File: src/rtl/srst_pkg.sv
package srst_pkg;
  localparam int unsigned REG_W = 32;
  localparam logic [REG_W-1:0] CLR1_MASK = 32'h9800_0000;
  localparam logic [REG_W-1:0] LOAD_MASK = 32'h6000_0000;
  localparam logic [REG_W-1:0] PWRON_VAL = 32'h8000_0000;
  localparam int unsigned CMD_PWR_BIT = 30;
  localparam int unsigned CMD_EXT_BIT = 29;

  typedef enum logic [1:0] {
    FLD_KEEP = 2'd0,
    FLD_CLR1 = 2'd1,
    FLD_LOAD = 2'd2
  } fld_kind_e;

  function automatic fld_kind_e kind_of(input int unsigned b);
    if (CLR1_MASK[b]) return FLD_CLR1;
    if (LOAD_MASK[b]) return FLD_LOAD;
    return FLD_KEEP;
  endfunction
endpackage

File: src/rtl/srst_field_merge.sv
module srst_field_merge
  import srst_pkg::*;
#(
  parameter int unsigned W = REG_W
) (
  input  logic [W-1:0] cur,
  input  logic [W-1:0] wdata,
  output logic [W-1:0] nxt
);
  for (genvar b = 0; b < W; b++) begin : g_bit
    if (kind_of(b) == FLD_CLR1) begin : g_clr1
      assign nxt[b] = cur[b] & ~wdata[b];
    end else if (kind_of(b) == FLD_LOAD) begin : g_load
      assign nxt[b] = wdata[b];
    end else begin : g_keep
      assign nxt[b] = cur[b];
    end
  end
endmodule

File: src/rtl/srst_rst_count.sv
module srst_rst_count #(
  parameter int unsigned CNT_W = 4
) (
  input  logic clk,
  input  logic rst_n,
  input  logic clr,
  input  logic inc,
  output logic is_zero
);
  localparam logic [CNT_W-1:0] CNT_MAX = {CNT_W{1'b1}};

  logic [CNT_W-1:0] cnt_q;

  always_ff @(posedge clk or negedge rst_n) begin
    if (!rst_n) begin
      cnt_q <= '0;
    end else if (inc) begin
      if (cnt_q != CNT_MAX) cnt_q <= cnt_q + 1'b1;
    end else if (clr) begin
      cnt_q <= '0;
    end
  end

  assign is_zero = (cnt_q == '0);

  p_cnt_sat_r8: assert property (@(posedge clk) disable iff (!rst_n)
    (cnt_q == CNT_MAX) |=> (cnt_q == CNT_MAX) || $past(clr && !inc));

  p_cnt_clear_r4: assert property (@(posedge clk) disable iff (!rst_n)
    (clr && !inc) |=> (cnt_q == '0));

  p_cnt_step_r7: assert property (@(posedge clk) disable iff (!rst_n)
    (inc && cnt_q != CNT_MAX) |=> (cnt_q == $past(cnt_q) + 1'b1));
endmodule

File: src/rtl/srst_ctrl.sv
module srst_ctrl
  import srst_pkg::*;
#(
  parameter int unsigned CNT_W = 4
) (
  input  logic             clk,
  input  logic             rst_n,
  input  logic             wr_en,
  input  logic [REG_W-1:0] wr_data,
  output logic [REG_W-1:0] rd_data,
  input  logic             sys_rst,
  output logic             rst_req
);
  logic [REG_W-1:0] ctl_q;
  logic [REG_W-1:0] ctl_merged;
  logic             sys_rst_q;
  logic             rst_evt;
  logic             wr_ok;
  logic             cnt_zero;
  logic             req_q;

  assign rst_evt = sys_rst & ~sys_rst_q;
  assign wr_ok   = wr_en & ~sys_rst;

  srst_field_merge #(.W(REG_W)) u_merge (
    .cur   (ctl_q),
    .wdata (wr_data),
    .nxt   (ctl_merged)
  );

  srst_rst_count #(.CNT_W(CNT_W)) u_count (
    .clk     (clk),
    .rst_n   (rst_n),
    .clr     (wr_ok & wr_data[CMD_PWR_BIT]),
    .inc     (rst_evt),
    .is_zero (cnt_zero)
  );

  always_ff @(posedge clk or negedge rst_n) begin
    if (!rst_n) begin
      sys_rst_q <= 1'b0;
      ctl_q     <= '0;
      req_q     <= 1'b0;
    end else begin
      sys_rst_q <= sys_rst;
      req_q     <= wr_ok & (wr_data[CMD_PWR_BIT] | wr_data[CMD_EXT_BIT]);
      if (rst_evt) begin
        if (cnt_zero) ctl_q <= PWRON_VAL;
      end else if (wr_ok) begin
        ctl_q <= ctl_merged;
      end
    end
  end

  assign rd_data = ctl_q;
  assign rst_req = req_q;

  p_req_cause_r6: assert property (@(posedge clk) disable iff (!rst_n)
    rst_req |-> $past(wr_en && !sys_rst &&
                      (wr_data[CMD_PWR_BIT] || wr_data[CMD_EXT_BIT])));

  p_no_req_in_rst_r10: assert property (@(posedge clk) disable iff (!rst_n)
    sys_rst |=> !rst_req);

  p_clr1_never_sets_r1: assert property (@(posedge clk) disable iff (!rst_n)
    !rst_evt |=> ((ctl_q & CLR1_MASK & ~$past(ctl_q)) == '0));

  p_keep_bits_r3: assert property (@(posedge clk) disable iff (!rst_n)
    1'b1 |=> (ctl_q[26:0] == '0));

  p_pwron_load_r7: assert property (@(posedge clk) disable iff (!rst_n)
    (rst_evt && cnt_zero) |=> (ctl_q == PWRON_VAL));

  p_hold_on_rst_r7: assert property (@(posedge clk) disable iff (!rst_n)
    (rst_evt && !cnt_zero) |=> $stable(ctl_q));
endmodule

File: config.mk
export PLATFORM = sky130hd
export DESIGN_NAME = srst_ctrl
export DESIGN_NICKNAME = d
export VERILOG_FILES = /design/src/rtl/srst_pkg.sv /design/src/rtl/srst_field_merge.sv /design/src/rtl/srst_rst_count.sv /design/src/rtl/srst_ctrl.sv
export SDC_FILE = /design/constraint.sdc
export NUM_CORES = 1
export LEC_CHECK = 0
export ABC_CLOCK_PERIOD_IN_PS = 2500
export BUFFER_PORTS_ARGS = -buffer_cell sky130_fd_sc_hd__buf_2
export CORE_UTILIZATION = 40
export DETAILED_ROUTE_END_ITERATION = 7
export PLACE_DENSITY_LB_ADDON = 0.3
export SLEW_MARGIN = 20
export SYNTH_ARGS = -nofsm -noshare
export SYNTH_HDL_FRONTEND = slang
export SYNTH_HIERARCHICAL = 1
export SYNTH_SLANG_ARGS = --single-unit
File: constraint.sdc
create_clock -name clk -period 2.5 [get_ports clk]
set_clock_uncertainty 0.2 [all_clocks]
set_input_delay 0.5 -clock clk [delete_from_list [all_inputs] [get_ports clk]]
set_output_delay 0.5 -clock clk [all_outputs]
set_load 0.005 [all_outputs]
After elaboration in Yosys (flattened, before gate mapping)
Index checks and enable logic that the tools add are counted.
{ "totals": {"regBits": 38, "wordCells": 34} }
{ "op_classes": {"add_sub_neg": 1, "n_eq_ne": 3, "muxes": 6, "n_bitwise": 13, "n_reduce_logical": 6} }
{ "op_table": {"columns": ["cell", "count"], "rows": [
  ["2-to-1 mux 32 bit", 3],
  ["2-to-1 mux 4 bit", 3],
  ["AND 1 bit", 7],
  ["AND reduction 2 bit", 3],
  ["inverter 1 bit", 5],
  ["adder 4 x 1 -> 4 bit (second input constant)", 1],
  ["logical NOT 4 bit", 1],
  ["!= test 2 x 1 -> 1 bit (second input constant)", 2],
  ["!= test 4 bit (second input constant)", 1],
  ["nonzero test 2 bit", 2],
  ["OR 1 bit", 1]
]} }

Longest topological paths before layout
{ "logic_depth": {"ltp_word": 5, "depth_mapped": 7} }

By module
Netlist, hierarchy kept.
{ "by_module_without_submodules": {"columns": ["module", "instances", "cells_per_inst", "area_each_um2"], "rows": [
  ["srst_ctrl", 1, 150, 1644.1],
  ["srst_field_merge", 1, 32, 259.0],
  ["srst_rst_count", 1, 27, 249.0]
]} }

Worst setup path before layout
OpenSTA, ideal clock, no wires.
{ "synth_timing": {"kind": "in2reg", "from": "in sys_rst", "to": "reg u_count.cnt_q[3]", "setup_ps": 123, "arrival_ps": 1515, "required_ps": 2177, "path_slack_ps": 662, "stages": 6, "path_buffers": 2, "path_cell_list": "buf_2 buf_4 nor2b_1 nand2_1 nor3b_1 nor3_2"} }
{ "synth_rtl": {"columns": ["item", "line", "source"], "rows": [
  ["start, declared", "srst_ctrl.sv:11", "input logic sys_rst,"],
  ["AND 1 bit (*)", "srst_ctrl.sv:22", "assign rst_evt = sys_rst & ~sys_rst_q;"],
  ["net rst_evt", "srst_ctrl.sv:17", "logic rst_evt;"],
  ["!= test 2 x 1 -> 1 bit (no line) or nonzero test 2 bit (tied branches)", null, null],
  ["AND reduction 2 bit (no line)", null, null],
  ["end signal, assigned", "srst_rst_count.sv:18", "if (cnt_q != CNT_MAX) cnt_q <= cnt_q + 1'b1;"],
  ["end, declared", "srst_rst_count.sv:12", "logic [CNT_W-1:0] cnt_q;"]
]} }
The timed path passes the listed nets; every way through them passes the cells marked *.
A chain may end at the register's enable or synchronous reset.

Final worst setup path
{ "layout_timing": {"from": "reg u_count.cnt_q[0]", "to": "reg ctl_q[6] (netlist: rd_data[6])"} }
{ "layout_between": {"elab_chain_len": 2} }
{ "layout_rtl": {"columns": ["item", "line", "source"], "rows": [
  ["logical NOT 4 bit", "srst_rst_count.sv:24", "assign is_zero = (cnt_q == '0);"],
  ["net cnt_zero", "srst_ctrl.sv:19", "logic cnt_zero;"],
  ["AND reduction 2 bit (no line)", null, null],
  ["end signal, assigned", "srst_ctrl.sv:50", "ctl_q <= ctl_merged;"],
  ["end, declared", "srst_ctrl.sv:14", "logic [REG_W-1:0] ctl_q;"]
]} }
The timed path passes the listed nets, and every way through them passes these cells.

==> flow_summary.ini <==
[run_status]
outcome = finished, final reports clean

[pwr]
ir_worst_vdd_mv = 0.290
total_power_divided_by_cell_area_mw_per_mm2 = 583
fin_total_pwr_mw = 1.33
cellLeakagePower_nw = 1.13

[worst_setup_path]
path_class = register to register
worstPathMaxFanout = 23
crit_arrival_ns = 1.69
worst_setup_path_end_kind = register
crit-reg2reg-launch = u_count/cnt_q[0]
reg2reg_slack_ns = 0.76
worstPathRequired_ns = 2.45
critPathLaunchType = register
timing.critical_path.from = u_count/cnt_q[0]

[floorplanning]
core_area_mm2 = 0.00514
floorplan.die_area_mm2 = 0.00568
dieWidth_um = 75.4
die_height_um = 75.4
floorplan.io_pins = 69
floorplan.initialDensity_pct = 41.9
row_count = 26

[worst_hold_path]
timing.hold.worst.class = input pin to asynchronous set/reset pin

[clock_tree]
cts_tree = yes
cts_htree_levels = 2
post_cts_buffers = 0
cts_resized = 0
root_buffer = sky130_fd_sc_hd__clkbuf_8
clkSlewWorstSetupHoldPaths_ns = 0.07
postCtsHoldBufs = 0
insertion_delay_to_the_later_sink_of_the_worst_skew_pair_ns = 0.28
clock_sinks = 38
clock_tree.buffer_depth = 2
cts_buffers = 5

[drt]
wire_per_inst_um = 12.4
total_wire_length_after_detailed_routing_mm = 3.60
dr.first_iter.drc_count = 44
post_route_drc = 0
vias = 1386
route.detailed.vias_per_inst = 4.76
drt_pre_antenna_iters = 4
drtAntennaViolNets = 0

[sta]
finalCriticalPeriod_ns = 1.74
setup-violations-final = 0
fin_ws_ns = 0.758
slew_headroom_pct = 67.4
rsz0062_at_grt = false
total_negative_setup_slacks_ns = 0
timing.fmax_ghz = 0.574
worst_pin_slew_ns = 0.490
layout_worst_path_cycle_share_pct = 69.7
finalHoldViolCount = 0
final-max-slew-violation-count = 0

[final_layout]
finish.net_count = 258
final_cells = 291
area.growth.synth_to_final_pct = 6.05
commonest_non_fill_non_tap_cell_in_the_layout = sky130_fd_sc_hd__buf_2
final_core_utilization_pct = 44.4
sequential_cell_area_um2 = 951
post_route_cells_drive_above_1_share_pct = 29.4
multiInputGateArea_um2 = 865
layout_common_cells = sky130_fd_sc_hd__buf_2 (41), sky130_fd_sc_hd__dfrtp_1 (38), sky130_fd_sc_hd__nand2_1 (32)
fillCellCount = 512
insertedDiodeCount = 0

[logic_synthesis]
synth_seq_area_share_pct = 44.2
synth_seq_cells = 38
syn-mean-instance-area_um2 = 10.3
syn_inst = 209
mappedNetlistNets = 247
yosysWarningCount = 6
post_synth_num_cell_types = 26
syn-cell-area_mm2 = 0.00215

[grt]
grt_first_pass_wirelength_mm = 5.83
initial_antenna_violation_count = 0
pin_count_of_the_biggest_net_entering_global_routing = 39
grt.overflow.total = 0
first_global_vias = 1226
grt_usage_pct = 13.7

[place]
dpl.cell_count = 283
port-buffer-count = 41
routability_congestion = 0.777
dpl.hpwl_mm = 2.34
place_worst_setup_slack_ns = 0.651

[run]
maxCapViolCount = 0
## per-layer routing
layer | share of wire, % | track usage [%] | vias up
met2 | 44 | 20.5 | 31
met1 | 52 | 19.4 | 629
met5 | 0 | 0 | -
met3 | 3.5 | 3.84 | 3
li1 | - | - | 723
met4 | 0.75 | 3.91 | 0
## state kept, by name (all words and copies together), names as in the netlist
signal	cells
rst_req	1
sys_rst_q	1
rd_data	32
u_count/cnt_q	4
## worst max-delay path: stages, from the launching register on
cell and delay, ns:
sky130_fd_sc_hd__dfrtp_1 0.41, sky130_fd_sc_hd__inv_1 0.12, sky130_fd_sc_hd__ha_1 0.15, sky130_fd_sc_hd__nor3b_1 0.16, sky130_fd_sc_hd__nor2b_2 0.17, sky130_fd_sc_hd__buf_4 0.28, sky130_fd_sc_hd__o22ai_1 0.12
## layout make-up
| type | count | share of cell area, % |
|---|---|---|
| sequential | 38 | 41.7 |
| multi-input combinational | 124 | 37.9 |
| clock buffer | 8 | 4.82 |
| timing repair buffer | 48 | 11.3 |
| inverter | 3 | 0.493 |
| tap | 70 | 3.84 |
## cells by family (layout without fill, tap and decap cells)
| group | count (synthesis) | in the layout | synth area share (%) |
|---|---|---|---|
| DFF | 38 | 38 | 44.2 |
| AOI/OAI and AO/OA | 39 | 39 | 11.7 |
| adders and majority gates | 2 | 2 | 1.16 |
| muxes | 32 | 32 | 15.1 |
| buffers and inverters | 47 | 59 | 15.8 |
| and+or+nand+nor | 51 | 51 | 12.0 |
## per-stage QoR
step	hold slack (ns)	area (um^2)
5_1_grt	0.112	2280
4_1_cts	0.0838	2280
6_report	0.0609	2280
3_5_place_dp	0.356	2170
2_1_floorplan	0.00441	2150
3_3_place_gp	0.351	2170
## power breakdown
group	internal [mW]	leakage (nW)	switching [mW]	total, mW
clock	0.279	0.0575	0.208	0.486
sequential	0.633	0.520	0.0180	0.651
combinational	0.0805	0.556	0.113	0.193
## synthesized netlist by cell type, drive strengths merged
cell type | instances | area (um^2)
o22ai | 31 | 194
nand3 | 4 | 20.0
o22a | 2 | 17.5
a31oi | 1 | 6.26
mux2i | 31 | 310
a21oi | 2 | 10.0
buf | 41 | 317
and3b | 1 | 8.76
nand2 | 33 | 126
nor2 | 3 | 11.3
nor3b | 3 | 22.5
nor2b | 5 | 53.8
clkbuf | 3 | 11.3
dfrtp | 38 | 951
nor3 | 1 | 10.0
o21ai | 2 | 17.5
nand2b | 1 | 6.26
inv | 3 | 11.3
mux2 | 1 | 15.0
a211oi | 1 | 7.51
ha | 2 | 25.0
## final timing paths
check / to / depth (start not counted)
max: rd_data[6] / 6
min: rd_data[13] / 2
max reg2reg: rd_data[6] / 6
min reg2reg: rd_data[30] / 2
max in group asynchronous: rd_data[24] / 2
min in group clk: rst_req / 3
(Power assumes the default switching activity.)
